===== src/rtl/cmpdroop_pkg.sv =====
package cmpdroop_pkg;

    // Width of the internal arithmetic; wide enough for any legal input width
    localparam int CALC_W   = 32;
    // Filter order is fixed: five taps, symmetric
    localparam int NUM_TAPS = 5;
    // Headroom bits needed above the input width (sum of |g| stays below 1024)
    localparam int GROWTH_W = 11;

    typedef logic signed [CALC_W-1:0] calc_t;

    // Symmetric taps folded into three operands
    typedef struct packed {
        calc_t outer;   // newest + oldest
        calc_t inner;   // second + fourth
        calc_t centre;  // middle tap
    } fold_t;

    // Weighted operands from the coefficient networks
    typedef struct packed {
        calc_t outer;
        calc_t inner;
        calc_t centre;
    } prod_t;

    // Shared shift-add terms
    function automatic calc_t by3(calc_t v);
        return (v <<< 2) - v;
    endfunction

    function automatic calc_t by5(calc_t v);
        return (v <<< 2) + v;
    endfunction

    function automatic calc_t by7(calc_t v);
        return (v <<< 3) - v;
    endfunction

    function automatic calc_t by9(calc_t v);
        return (v <<< 3) + v;
    endfunction

    function automatic bit stages_legal(int stages);
        return (stages >= 1) && (stages <= 6);
    endfunction

    function automatic int min_out_width(int in_w);
        return in_w + GROWTH_W;
    endfunction

    // Integer value of coefficient group (0 = outer, 1 = inner, 2 = centre)
    function automatic int coef_value(int stages, int grp);
        int tbl [3];
        case (stages)
            1:       tbl = '{2, -18, 288};
            2:       tbl = '{5, -40, 326};
            3:       tbl = '{9, -65, 368};
            4:       tbl = '{14, -94, 416};
            5:       tbl = '{21, -129, 472};
            default: tbl = '{29, -168, 534};
        endcase
        return tbl[grp];
    endfunction

    function automatic int abs_int(int v);
        return (v < 0) ? -v : v;
    endfunction

    // Sum of coefficient magnitudes over all five taps
    function automatic int coef_abs_sum(int stages);
        return 2 * abs_int(coef_value(stages, 0))
             + 2 * abs_int(coef_value(stages, 1))
             + abs_int(coef_value(stages, 2));
    endfunction

endpackage


===== src/rtl/droop_tap_line.sv =====
module droop_tap_line
    import cmpdroop_pkg::*;
#(
    parameter int IN_W = 8,
    parameter int TAPS = NUM_TAPS
) (
    input  logic                   clk,
    input  logic                   rst,
    input  logic                   shift_en,
    input  logic [IN_W-1:0]        din,
    output logic [TAPS*IN_W-1:0]   taps_flat
);

    // Slot 0 holds the newest sample, slot TAPS-1 the oldest
    logic [IN_W-1:0] slot [TAPS];

    always_ff @(posedge clk) begin
        if (rst) begin
            slot[0] <= '0;
        end else if (shift_en) begin
            slot[0] <= din;
        end
    end

    for (genvar i = 1; i < TAPS; i++) begin : g_slot
        always_ff @(posedge clk) begin
            if (rst) begin
                slot[i] <= '0;
            end else if (shift_en) begin
                slot[i] <= slot[i-1];
            end
        end
    end

    for (genvar i = 0; i < TAPS; i++) begin : g_flat
        assign taps_flat[i*IN_W +: IN_W] = slot[i];
    end

endmodule


===== src/rtl/droop_fold.sv =====
module droop_fold
    import cmpdroop_pkg::*;
#(
    parameter int IN_W = 8
) (
    input  logic [NUM_TAPS*IN_W-1:0] taps_flat,
    output fold_t                    folded
);

    calc_t ext [NUM_TAPS];

    // Sign-extend every tap to the arithmetic width
    for (genvar i = 0; i < NUM_TAPS; i++) begin : g_ext
        assign ext[i] = calc_t'($signed(taps_flat[i*IN_W +: IN_W]));
    end

    // Symmetry: equal coefficients share one pre-add
    always_comb begin
        folded.outer  = ext[0] + ext[NUM_TAPS-1];
        folded.inner  = ext[1] + ext[NUM_TAPS-2];
        folded.centre = ext[NUM_TAPS/2];
    end

endmodule


===== src/rtl/droop_coef_net.sv =====
module droop_coef_net
    import cmpdroop_pkg::*;
#(
    parameter int STAGES = 4
) (
    input  fold_t folded,
    output prod_t weighted
);

    calc_t so, si, sc;

    assign so = folded.outer;
    assign si = folded.inner;
    assign sc = folded.centre;

    // One hard-wired shift-add network per stage count
    if (STAGES == 1) begin : g_n1
        always_comb begin
            weighted.outer  = so <<< 1;                               // 2
            weighted.inner  = -(by9(si) <<< 1);                       // -18
            weighted.centre = by9(sc) <<< 5;                          // 288
        end
    end else if (STAGES == 2) begin : g_n2
        always_comb begin
            weighted.outer  = by5(so);                                // 5
            weighted.inner  = -(by5(si) <<< 3);                       // -40
            weighted.centre = (by5(sc) <<< 6) + (by3(sc) <<< 1);      // 326
        end
    end else if (STAGES == 3) begin : g_n3
        always_comb begin
            weighted.outer  = by9(so);                                // 9
            weighted.inner  = -((si <<< 6) + si);                     // -65
            weighted.centre = (sc <<< 9) - (by9(sc) <<< 4);           // 368
        end
    end else if (STAGES == 4) begin : g_n4
        always_comb begin
            weighted.outer  = by7(so) <<< 1;                          // 14
            weighted.inner  = -((by3(si) <<< 5) - (si <<< 1));        // -94
            weighted.centre = (by3(sc) <<< 7) + (sc <<< 5);           // 416
        end
    end else if (STAGES == 5) begin : g_n5
        always_comb begin
            weighted.outer  = (so <<< 4) + by5(so);                   // 21
            weighted.inner  = -((si <<< 7) + si);                     // -129
            weighted.centre = (sc <<< 9) - (by5(sc) <<< 3);           // 472
        end
    end else begin : g_n6
        always_comb begin
            weighted.outer  = (so <<< 5) - by3(so);                   // 29
            weighted.inner  = -((si <<< 7) + (by5(si) <<< 3));        // -168
            weighted.centre = (sc <<< 9) + (sc <<< 5) - (by5(sc) <<< 1); // 534
        end
    end

endmodule


===== src/rtl/cic_droop_comp.sv =====
module cic_droop_comp
    import cmpdroop_pkg::*;
#(
    parameter int STAGES = 4,
    parameter int IN_W   = 8,
    parameter int OUT_W  = IN_W + GROWTH_W
) (
    input  logic                    clk,
    input  logic                    rst,
    input  logic                    valid_in,
    input  logic signed [IN_W-1:0]  sample_in,
    output logic                    valid_out,
    output logic signed [OUT_W-1:0] result_out
);

    localparam int FLAT_W = NUM_TAPS * IN_W;

    // Elaboration-time parameter checks
    if (!stages_legal(STAGES)) begin : g_bad_stages
        $error("cic_droop_comp: STAGES must lie between 1 and 6");
    end
    if (OUT_W < min_out_width(IN_W) || min_out_width(IN_W) > CALC_W) begin : g_bad_width
        $error("cic_droop_comp: output width too small or input too wide");
    end

    logic [FLAT_W-1:0] taps_flat;
    fold_t             folded;
    prod_t             weighted;
    calc_t             total;
    logic              stage1_vld;

    droop_tap_line #(
        .IN_W (IN_W),
        .TAPS (NUM_TAPS)
    ) tap_line_i (
        .clk       (clk),
        .rst       (rst),
        .shift_en  (valid_in),
        .din       (sample_in),
        .taps_flat (taps_flat)
    );

    droop_fold #(
        .IN_W (IN_W)
    ) fold_i (
        .taps_flat (taps_flat),
        .folded    (folded)
    );

    droop_coef_net #(
        .STAGES (STAGES)
    ) coef_i (
        .folded   (folded),
        .weighted (weighted)
    );

    assign total = weighted.outer + weighted.inner + weighted.centre;

    // Strobe pipeline tracks the tap register and the output register
    always_ff @(posedge clk) begin
        if (rst) begin
            stage1_vld <= 1'b0;
            valid_out  <= 1'b0;
        end else begin
            stage1_vld <= valid_in;
            valid_out  <= stage1_vld;
        end
    end

    always_ff @(posedge clk) begin
        if (rst) begin
            result_out <= '0;
        end else if (stage1_vld) begin
            result_out <= OUT_W'(total);
        end
    end

endmodule


===== config.mk =====
export PLATFORM = sky130hd
export DESIGN_NAME = cic_droop_comp
export DESIGN_NICKNAME = d
export VERILOG_FILES = /design/src/rtl/cmpdroop_pkg.sv /design/src/rtl/droop_tap_line.sv /design/src/rtl/droop_fold.sv /design/src/rtl/droop_coef_net.sv /design/src/rtl/cic_droop_comp.sv
export SDC_FILE = /design/constraint.sdc
export NUM_CORES = 1
export LEC_CHECK = 0
export BUFFER_PORTS_ARGS = -buffer_cell sky130_fd_sc_hd__clkbuf_2
export CAP_MARGIN = 10
export CORE_MARGIN = 10
export CORE_UTILIZATION = 37
export DETAILED_ROUTE_END_ITERATION = 7
export SYNTH_ARGS = -nofsm -noshare
export SYNTH_HDL_FRONTEND = slang
export SYNTH_SLANG_ARGS = --single-unit

===== constraint.sdc =====
create_clock -name clk -period 11.6 [get_ports clk]
set_input_delay 0.58 -clock clk [delete_from_list [all_inputs] [get_ports clk]]
set_output_delay 0.58 -clock clk [all_outputs]
set_load 0.02 [all_outputs]

==> flow_summary_export.csv <==
group,metric,value,unit
sta,fin_worst_skew,0.00920,ns
finish,n_antenna_cell,0,
sta,post-route-period-util,0.573,
drt,vias_per_cell,4.93,
global_route,first_pass_grt_wire_length,21100,um
worst_setup_path,ff2ff_setup_slack,4.95,ns
finish,num-nets-final,758,
hold_path,worst_hold_path_type,"flop to flop",
finish,layout.filler_cells,1523,
sta,setup_viol,0,
clocking,tritoncts,"built",
worst_setup_path,r2r_end,"result_out[18]",
yosys,synth.avg_cell_area,9.59,um^2
clocking,htree_num_levels,3,
yosys,synth-seq-cells,60,
drt,detailroute.via_count,4202,
floorplan,start_util,0.380,
yosys,synth.lib_cells_used.distinct,61,
floorplan,die-width,145,um
run,maxCapViolations,0,
yosys,post-synth-top-count-cell,"sky130_fd_sc_hd__inv_1",
floorplan,chipHeight,145,um
drt,detail_route.wl_per_cell,14.4,um
floorplan,ioPinCount,31,
yosys,synth_flop_cell,"sky130_fd_sc_hd__edfxtp_1",
drt,dr.pass1.iters,5,
worst_setup_path,path_max_fanout,5,
yosys,synth_area,5820,um^2
clocking,cts_hold_repair.buffers,0,
sta,report.final.hold_viol_count,0,
place,dp_hpwl,9860,um
drt,postRouteWirelength,12200,um
sta,worst_slew_margin_relative_to_its_limit,0.358,
yosys,synth_area_leader_cell,"sky130_fd_sc_hd__edfxtp_1",
yosys,netlist_top_cells_count,"sky130_fd_sc_hd__inv_1, sky130_fd_sc_hd__ha_1, sky130_fd_sc_hd__and2_1, sky130_fd_sc_hd__edfxtp_1, sky130_fd_sc_hd__fa_1",
worst_setup_path,r2r_cells,26,
drt,drc_errors,0,
clocking,clk_pin_slew_worst_setup_hold_paths,0.05,ns
worst_setup_path,timing.critical_path.to_type,"flop",
yosys,instance_count_of_the_mapped_netlist,607,
worst_setup_path,end_of_the_critical_path,"result_out[18]",
floorplan,floorplan.die_area,21100,um^2
yosys,synth-edff-count,40,
floorplan,core_region_area,15300,um^2
clocking,cts_setup_buffers,0,
worst_setup_path,startpoint_type,"flop",
global_route,grt_util_all_layers,0.121,
sta,setup_total_negative_slack,0,ns
worst_setup_path,worstPathRequired,11.83,ns
sta,tightest_slew,0.963,ns
clocking,cts-resized-gates,0,
clocking,cts_root_buf,"sky130_fd_sc_hd__clkbuf_16",
clocking,cts_sinks,60,
yosys,synth.top_cell.area_share,0.206,
clocking,clock_insertion_delay_at_the_later_pin_of_the_skew_report,0.35,ns
clocking,ctsLongestPathBuffers,2,
run_status,run_status,"finished clean",
yosys,synth_nets,726,
yosys,asyncSetResetFlopFracSynth,0,
drt,ant_nets,0,
finish,area.growth.synth_to_final,11.7,%
drt,first_iter_violations,137,
finish,post_route_cells_drive_above_1_share,0.0827,
global_route,number_of_global_route_vias_before_repair,4271,
worst_setup_path,crit_arrival,6.88,ns
place,gp_routability_congestion,0.887,
place,port-buffer-count,29,
sta,fmax,0.150,GHz
yosys,yosys-top-cells-area,"sky130_fd_sc_hd__edfxtp_1, sky130_fd_sc_hd__ha_1, sky130_fd_sc_hd__fa_1",
global_route,grt_antenna_before_repair,0,
sta,final.min_clock_period,6.65,ns
yosys,synth_seq_area_share,0.275,
worst_setup_path,crit_start,"tap_line_i.slot[3][0]",
worst_setup_path,r2r-start,"tap_line_i.slot[3][0]",
yosys,yosysWarningCount,0,
worst_setup_path,path_class,"flop to flop",
global_route,total_congestion_overflow_after_global_routing,0,
floorplan,core.rowCount,45,
sta,rsz_0062_raised_after_global_routing,"no",
global_route,maximum_number_of_pins_on_one_net_before_global_route_repair,42,
sta,final_max_slew_viol_count,0,
clocking,numCtsBuffers,9,
## worst max-delay path, cell delays in order, from the launching register on
cell,delay (ns)
sky130_fd_sc_hd__edfxtp_1,0.34
sky130_fd_sc_hd__ha_1,0.23
sky130_fd_sc_hd__inv_1,0.07
sky130_fd_sc_hd__fa_1,0.39
sky130_fd_sc_hd__nor2b_1,0.16
sky130_fd_sc_hd__o21ai_0,0.09
sky130_fd_sc_hd__a21oi_1,0.35
sky130_fd_sc_hd__inv_1,0.12
sky130_fd_sc_hd__ha_1,0.32
sky130_fd_sc_hd__a21oi_1,0.17
sky130_fd_sc_hd__o21ai_0,0.17
sky130_fd_sc_hd__maj3_1,0.38
sky130_fd_sc_hd__a21oi_1,0.23
sky130_fd_sc_hd__o31ai_2,0.11
sky130_fd_sc_hd__xnor2_1,0.21
sky130_fd_sc_hd__fa_1,0.46
sky130_fd_sc_hd__fa_1,0.52
sky130_fd_sc_hd__inv_1,0.05
sky130_fd_sc_hd__fa_1,0.49
sky130_fd_sc_hd__inv_1,0.04
sky130_fd_sc_hd__ha_1,0.35
sky130_fd_sc_hd__nand2_1,0.09
sky130_fd_sc_hd__o21ai_0,0.13
sky130_fd_sc_hd__nor4b_1,0.40
sky130_fd_sc_hd__a21oi_1,0.11
sky130_fd_sc_hd__and3_1,0.20
sky130_fd_sc_hd__o311a_1,0.33
## sequential cells by signal, summed over array words and instances (netlist names)
signal           flops
result_out          18
tap_line_i.slot     40
valid_out            1
stage1_vld           1
## area by class of cell
cell class,count,area (um^2),area share
sequential,60,1600,0.246
tap,211,264,0.0406
clock buffer,9,225,0.0346
clock inverter,4,67.6,0.0104
inverter,99,372,0.0572
multi-input combinational,437,3800,0.585
timing repair buffer,32,168,0.0258
## layout by cell type (no fill, tap or decap), types with 7 or more instances in the layout
master                      instances
sky130_fd_sc_hd__ha_1              69
sky130_fd_sc_hd__a21oi_1           38
sky130_fd_sc_hd__fa_1              39
sky130_fd_sc_hd__mux2i_1            7
sky130_fd_sc_hd__nand2_1           25
sky130_fd_sc_hd__dfxtp_1           20
sky130_fd_sc_hd__nand3_1            9
sky130_fd_sc_hd__xor2_1            15
sky130_fd_sc_hd__nor2_1            28
sky130_fd_sc_hd__o21ai_0           26
sky130_fd_sc_hd__xnor2_1           30
sky130_fd_sc_hd__nor3_1             7
sky130_fd_sc_hd__clkbuf_16          9
sky130_fd_sc_hd__edfxtp_1          40
sky130_fd_sc_hd__clkbuf_2          29
sky130_fd_sc_hd__and2_1            40
sky130_fd_sc_hd__a21o_1            14
sky130_fd_sc_hd__o21a_1            10
sky130_fd_sc_hd__inv_1             97
## worst min path at each step
| stage | startpoint | depth (start not counted) | endpoint | slack (ns) |
|---|---|---|---|---|
| floorplan | stage1_vld | 2 | valid_out | 0.49 |
| global placement | result_out[15] | 2 | result_out[15] | 0.44 |
| detailed placement | result_out[15] | 2 | result_out[15] | 0.45 |
| CTS | result_out[15] | 2 | result_out[15] | 0.46 |
| global route | result_out[16] | 2 | result_out[16] | 0.47 |
| finish | result_out[15] | 2 | result_out[15] | 0.45 |
## cell families (layout without fill, tap and decap cells)
| family | after synthesis | after routing | synth area share |
|---|---|---|---|
| compound gates | 129 | 129 | 0.145 |
| xor+xnor | 48 | 48 | 0.0780 |
| fa+ha+maj | 110 | 110 | 0.286 |
| buf+inv | 110 | 144 | 0.0718 |
| flops | 60 | 60 | 0.275 |
| mux | 7 | 7 | 0.0120 |
| other cells | 1 | 1 | 0.000644 |
| simple gates | 142 | 142 | 0.131 |
## layer usage
metal	global-route usage	wire length, um
met1	0.158	5870
met5	0	0
met3	0.0317	580
met2	0.190	5620
met4	0.0435	182
## per-stage QoR
stage,area (um^2),util,instances,worst slack [ns],hold WS [ns]
6_report,6500,0.424,852,4.95,0.449
5_1_grt,6500,0.424,852,4.44,0.475
4_1_cts,6500,0.424,852,5.00,0.457
3_5_place_dp,6210,0.405,839,5.07,0.446
3_3_place_gp,6210,0.405,839,5.29,0.435
2_1_floorplan,5820,-,607,5.28,0.493
Power is not shown: default switching activity piles up to over one toggle a cycle in this logic, so the estimate is an artifact.
